[config.mk]
export PLATFORM = sky130hd
export DESIGN_NAME = split_disp_seq
export DESIGN_NICKNAME = d
export VERILOG_FILES = /design/src/rtl/sds_pkg.sv /design/src/rtl/sds_cfg_latch.sv /design/src/rtl/sds_row_ctr.sv /design/src/rtl/sds_addr_gen.sv /design/src/rtl/split_disp_seq.sv
export SDC_FILE = /design/constraint.sdc
export NUM_CORES = 1
export LEC_CHECK = 0
export BUFFER_PORTS_ARGS = -buffer_cell sky130_fd_sc_hd__buf_2
export CELL_PAD_IN_SITES_DETAIL_PLACEMENT = 1
export CELL_PAD_IN_SITES_GLOBAL_PLACEMENT = 1
export CORE_MARGIN = 1.5
export CORE_UTILIZATION = 28
export DETAILED_ROUTE_END_ITERATION = 7
export GPL_TIMING_DRIVEN = 1
export HOLD_SLACK_MARGIN = 0.1
export PLACE_DENSITY = 0.69
export SETUP_SLACK_MARGIN = 0.02
export SKIP_LAST_GASP = 1
export SYNTH_ARGS = -nofsm -noshare
export SYNTH_HDL_FRONTEND = slang
export SYNTH_HIERARCHICAL = 1
export SYNTH_SLANG_ARGS = --single-unit
[constraint.sdc]
create_clock -name clk -period 3.1 [get_ports clk]
set_input_delay 0.31 -clock clk [delete_from_list [all_inputs] [get_ports clk]]
set_output_delay 0.31 -clock clk [all_outputs]
set_load 0.02 [all_outputs]
[src/rtl/sds_pkg.sv]
package sds_pkg;
  typedef enum logic {REG_MAIN = 1'b0, REG_MENU = 1'b1} region_e;

  function automatic logic [19:0] unused_pkg_marker();
    return 20'd0;
  endfunction
endpackage

[src/rtl/sds_cfg_latch.sv]
module sds_cfg_latch #(
  parameter int ADDR_W    = 20,
  parameter int OVS_W     = 12,
  parameter int ROW_W     = 6,
  parameter int ROW_BYTES = 17
) (
  input  logic              clk,
  input  logic              rst,
  input  logic              load,
  input  logic [ADDR_W-1:0] menu_base,
  input  logic [OVS_W-1:0]  overscan,
  input  logic [2:0]        pix_off,
  input  logic [ROW_W-1:0]  menu_idx,
  output logic [ADDR_W-1:0] menu_base_q,
  output logic [ADDR_W-1:0] main_stride_q,
  output logic [ROW_W-1:0]  menu_idx_q
);
  localparam logic [ADDR_W-1:0] ALIGN_MASK = ~(ADDR_W'(1));

  logic              extra_byte;
  logic [ADDR_W-1:0] stride_bytes;

  always_comb begin
    extra_byte   = (pix_off >= 3'd4);
    stride_bytes = ADDR_W'(ROW_BYTES) + ADDR_W'(overscan) + ADDR_W'(extra_byte);
  end

  always_ff @(posedge clk) begin
    if (rst) begin
      menu_base_q   <= '0;
      main_stride_q <= '0;
      menu_idx_q    <= '1;
    end else if (load) begin
      menu_base_q   <= menu_base & ALIGN_MASK;
      main_stride_q <= stride_bytes << 1;
      menu_idx_q    <= menu_idx;
    end
  end
endmodule

[src/rtl/sds_row_ctr.sv]
module sds_row_ctr #(
  parameter int ROWS  = 64,
  parameter int ROW_W = 6
) (
  input  logic             clk,
  input  logic             rst,
  input  logic             go,
  input  logic             adv,
  input  logic [ROW_W-1:0] menu_idx_q,
  output logic [ROW_W-1:0] row_q,
  output logic             valid_q,
  output logic             done_q,
  output sds_pkg::region_e region_q,
  output sds_pkg::region_e next_region,
  output logic             last_row
);
  import sds_pkg::*;
  localparam logic [ROW_W-1:0] LAST = ROW_W'(ROWS - 1);

  logic [ROW_W-1:0] next_row;

  always_comb begin
    next_row    = row_q + ROW_W'(1);
    next_region = (next_row > menu_idx_q) ? REG_MENU : REG_MAIN;
    last_row    = (row_q == LAST);
  end

  always_ff @(posedge clk) begin
    if (rst) begin
      row_q    <= '0;
      valid_q  <= 1'b0;
      done_q   <= 1'b0;
      region_q <= REG_MAIN;
    end else begin
      done_q <= 1'b0;
      if (go) begin
        row_q    <= '0;
        valid_q  <= 1'b1;
        region_q <= REG_MAIN;
      end else if (adv) begin
        if (last_row) begin
          valid_q <= 1'b0;
          done_q  <= 1'b1;
        end else begin
          row_q    <= next_row;
          region_q <= next_region;
        end
      end
    end
  end
endmodule

[src/rtl/sds_addr_gen.sv]
module sds_addr_gen #(
  parameter int ADDR_W    = 20,
  parameter int ROW_BYTES = 17
) (
  input  logic              clk,
  input  logic              rst,
  input  logic              go,
  input  logic              adv,
  input  logic              last_row,
  input  logic [ADDR_W-1:0] main_base,
  input  logic [ADDR_W-1:0] menu_base_q,
  input  logic [ADDR_W-1:0] main_stride_q,
  input  sds_pkg::region_e  region_q,
  input  sds_pkg::region_e  next_region,
  output logic [ADDR_W-1:0] addr_q
);
  import sds_pkg::*;
  localparam logic [ADDR_W-1:0] MENU_STRIDE = ADDR_W'(2 * ROW_BYTES);
  localparam logic [ADDR_W-1:0] ALIGN_MASK  = ~(ADDR_W'(1));

  always_ff @(posedge clk) begin
    if (rst) begin
      addr_q <= '0;
    end else if (go) begin
      addr_q <= main_base & ALIGN_MASK;
    end else if (adv && !last_row) begin
      if (next_region == REG_MENU && region_q == REG_MAIN)
        addr_q <= menu_base_q;
      else if (next_region == REG_MENU)
        addr_q <= addr_q + MENU_STRIDE;
      else
        addr_q <= addr_q + main_stride_q;
    end
  end
endmodule

[src/rtl/split_disp_seq.sv]
module split_disp_seq #(
  parameter int ROWS      = 64,
  parameter int ADDR_W    = 20,
  parameter int OVS_W     = 12,
  parameter int ROW_BYTES = 17,
  localparam int ROW_W    = $clog2(ROWS)
) (
  input  logic              clk,
  input  logic              rst,
  input  logic              frame_start,
  input  logic [ADDR_W-1:0] main_base,
  input  logic [ADDR_W-1:0] menu_base,
  input  logic [OVS_W-1:0]  overscan,
  input  logic [2:0]        pix_off,
  input  logic [ROW_W-1:0]  menu_idx,
  input  logic              row_ready,
  output logic              row_valid,
  output logic [ROW_W-1:0]  row_num,
  output logic [ADDR_W-1:0] row_addr,
  output logic              row_is_menu,
  output logic              frame_done
);
  import sds_pkg::*;

  logic              go, adv, last_row;
  logic [ADDR_W-1:0] menu_base_q, main_stride_q;
  logic [ROW_W-1:0]  menu_idx_q;
  region_e           region_q, next_region;

  assign go  = frame_start && !row_valid;
  assign adv = row_valid && row_ready;

  sds_cfg_latch #(
    .ADDR_W(ADDR_W), .OVS_W(OVS_W), .ROW_W(ROW_W), .ROW_BYTES(ROW_BYTES)
  ) u_cfg (
    .clk(clk), .rst(rst), .load(go),
    .menu_base(menu_base), .overscan(overscan), .pix_off(pix_off),
    .menu_idx(menu_idx),
    .menu_base_q(menu_base_q), .main_stride_q(main_stride_q),
    .menu_idx_q(menu_idx_q)
  );

  sds_row_ctr #(.ROWS(ROWS), .ROW_W(ROW_W)) u_ctr (
    .clk(clk), .rst(rst), .go(go), .adv(adv), .menu_idx_q(menu_idx_q),
    .row_q(row_num), .valid_q(row_valid), .done_q(frame_done),
    .region_q(region_q), .next_region(next_region), .last_row(last_row)
  );

  sds_addr_gen #(.ADDR_W(ADDR_W), .ROW_BYTES(ROW_BYTES)) u_addr (
    .clk(clk), .rst(rst), .go(go), .adv(adv), .last_row(last_row),
    .main_base(main_base), .menu_base_q(menu_base_q),
    .main_stride_q(main_stride_q), .region_q(region_q),
    .next_region(next_region), .addr_q(row_addr)
  );

  assign row_is_menu = (region_q == REG_MENU);
endmodule

==> impl_metrics.yaml <==
status:
  outcome: "finished clean"
final_layout:
  drive_gt1_share_pct: 23.42
  layout.nets: 805
  final_cells: 942
  area_growth_pct: 19.69
  antenna_cells: 0
floorplan:
  rows: 49
  die_area_sq_um: 19000
  die_height_um: 137.8
  ios: 94
  start_util_pct: 28.43
  core_sq_um: 17900
  die_w_um: 137.8
logic_synthesis:
  syn-cell-area_sq_um: 5090
  synth_cell_types: 86
  ys_seq_elements: 67
  synth_area_per_cell_sq_um: 8.183
  syn-instance-count: 622
  async_reset_ff_share_pct: 0
  yosysWarnings: 6
  synth-edff-count: 0
  ys_seq_area_share_pct: 26.35
  synth_top_flop_cell: "dfxtp_1"
worst_setup_path:
  worstPathMaxFanout: 5
  critPathLaunch: "u_ctr/row_q[0]"
  path_class: "flop to flop"
  reg2reg_from: "u_ctr/row_q[0]"
  cp.arrival_ns: 3.20
  r2r_end: "u_addr/addr_q[17]"
  start_kind: "flop"
  reg2reg_slack_ns: 0.20
  r2r_cells: 13
  cp-end-kind: "flop"
  worstPathRequired_ns: 3.40
  critPathCapture: "u_addr/addr_q[17]"
sta:
  worst_slew_pin_slew_ns: 0.6110
  max_clock_freq_ghz: 0.3446
  fin_crit_sh_pct: 93.61
  grt_setup_unrepaired: "false"
  slew_headroom_pct: 59.09
  hold_viol: 0
  min_period_ns: 2.902
  report.final.slew_viol_count: 0
  finalSetupViolCount: 0
  final.setup_skew_ns: 0.009566
  setup_tns_ns: 0
route:
  drc: 0
  vias: 5033
  vias_per_cell: 5.343
  routed_wl_um: 17310
  ant_nets: 0
  wire_per_inst_um: 18.38
  firstDrtPassIters: 5
  drt_iter0_markers: 235
pwr:
  peakVddDrop_mv: 0.2665
  powerDensity_nw_per_um2: 430.6
  p_leak_uw: 0.002590
global_routing:
  grt_use_total_pct: 18.86
  grt_max_degree: 43
  grt_antenna_before_repair: 0
  overflow: 0
  grt_pass1_vias: 5042
  grt_pass1_wl_um: 27300
clock_network:
  cts_buffers: 9
  h-tree-depth: 3
  clock-sinks: 67
  cts-root-buf: "clkbuf_16"
  tritoncts: "built"
  path_clk_slew_ns: 0.06
  clockBufferDepth: 2
  cts_setup_buffers: 0
  clk_latency_ns: 0.35
placement:
  portBuffers: 89
  hpwl_um: 12970
  gp_congestion: 0.8139
  place_inst: 927
run:
  maxCapViolCount: 0
min_path:
  hold_class: "primary input to flop"
-- report_power, final --
| part | leakage [uW] | total, uW | internal, uW | switching [uW] |
|---|---|---|---|---|
| registers | 0.000552 | 996 | 923 | 72.8 |
| clock network | 0.000137 | 963 | 571 | 392 |
| logic | 0.00190 | 664 | 262 | 403 |
| total | 0.00259 | 2620 | 1760 | 867 |
-- sequential cells by signal, summed over array words and instances (netlist names), named ones only --
signal               cells
u_addr/addr_q           19
u_cfg/menu_base_q       19
u_cfg/main_stride_q     13
u_cfg/menu_idx_q         6
u_ctr/row_q              6
u_ctr/done_q             1
u_ctr/region_q           1
u_ctr/valid_q            1
-- cell usage in the layout, fill, tap and decap left out, types with 23 or more instances in the layout --
cell type and count:
o21ai_0 27, nor2_1 68, dfxtp_1 65, mux2i_1 31
nand3_1 23, a21oi_1 42, buf_2 89, inv_1 24
nand2_1 41, ha_1 29
-- worst max-delay path: stages, from the launching register on --
cell      delay, ns
dfxtp_4        0.37
and3_4         0.21
nand3_2        0.10
xnor2_2        0.18
ha_1           0.33
nand4_1        0.12
o221a_1        0.27
nor2_4         0.08
nor2b_2        0.18
nand2_2        0.08
o221ai_1       0.14
a21oi_2        0.24
or4b_1         0.46
nand3_1        0.09
-- how the worst min path moves through the flow --
stage | startpoint | cells past startpoint | slack, ns | to
detailed placement | u_cfg/menu_idx_q[5] | 2 | 0.47 | u_cfg/menu_idx_q[5]
finish | menu_idx[1] | 3 | 0.19 | u_cfg/menu_idx_q[1]
global placement | u_cfg/menu_idx_q[5] | 2 | 0.45 | u_cfg/menu_idx_q[5]
CTS | menu_idx[1] | 3 | 0.18 | u_cfg/menu_idx_q[1]
global route | menu_idx[2] | 3 | 0.18 | u_cfg/menu_idx_q[2]
floorplan | rst | 1 | 0.38 | u_ctr/valid_q
-- per-stage QoR --
step	total power, uW	utilization [%]	hold slack (ns)	worst slack (ns)	cell area (sq um)
4_1_cts	2644	33.69	0.1768	0.09740	6031
2_1_floorplan	1463	-	0.3824	0.04634	5116
5_1_grt	2765	34.03	0.1825	0.04268	6092
3_5_place_dp	1669	32.19	0.4674	0.1385	5763
3_3_place_gp	1658	32.19	0.4550	0.2413	5763
6_report	2623	34.03	0.1852	0.1982	6092
-- routing by layer --
| layer | track usage (%) | up-vias | routed length, um |
|---|---|---|---|
| met5 | 0 | - | 0 |
| met4 | 6.076 | 0 | 324 |
| met3 | 4.194 | 26 | 858 |
| met2 | 31.25 | 129 | 8104 |
| met1 | 24.25 | 2408 | 8025 |
| li1 | - | 2470 | - |
-- kinds of logic (layout without fill, tap and decap cells) --
logic type | count (synthesis) | after routing | share of synthesized area, %
AOI/OAI and AO/OA | 179 | 179 | 25.15
xor gates and xnor gates | 30 | 30 | 5.310
adders and majority gates | 30 | 30 | 7.522
buffers and inverters | 65 | 149 | 6.858
DFF | 67 | 67 | 26.35
muxes | 33 | 33 | 6.613
other | 1 | 8 | 0.07368
and+or+nand+nor | 217 | 217 | 22.12
-- synthesized netlist by cell type (all sizes together) (4+ instances only) --
master	number	area share, %
nor2	72	5.6
dfxtp	67	26
a21oi	48	5.2
nand2	44	3.3
mux2i	31	6.1
o21ai	31	3.3
ha	29	7.1
nand3	25	2.7
buf	24	3.4
inv	24	1.8
nand4	18	2.3
xor2	18	3.1
clkbuf	17	1.6
a211oi	15	2.3
o211ai	15	2.3
xnor2	12	2.2
nor3	10	1.1
a21o	9	1.5
and3	9	1.2
nand2b	9	1.1
o22ai	8	1.1
a31oi	7	1.2
o221ai	6	1.2
a32oi	4	0.69
nor2b	4	0.49
nor4	4	0.61
-- layout make-up --
cell class	count	area, sq um
Inverter	24	90.09
Timing Repair Buffer	111	640.6
Clock inverter	3	15.01
Multi-Input combinational cell	497	3461
Clock buffer	11	252.7
Fill cell	2194	11810
Tap cell	229	286.5
Sequential cell	67	1346
-- what timing repair did --
item	CTS	global route
gates resized for setup	0	11
hold buffers	0	0
endpoints found under the setup margin	0	8
(Power assumes the default switching activity.)
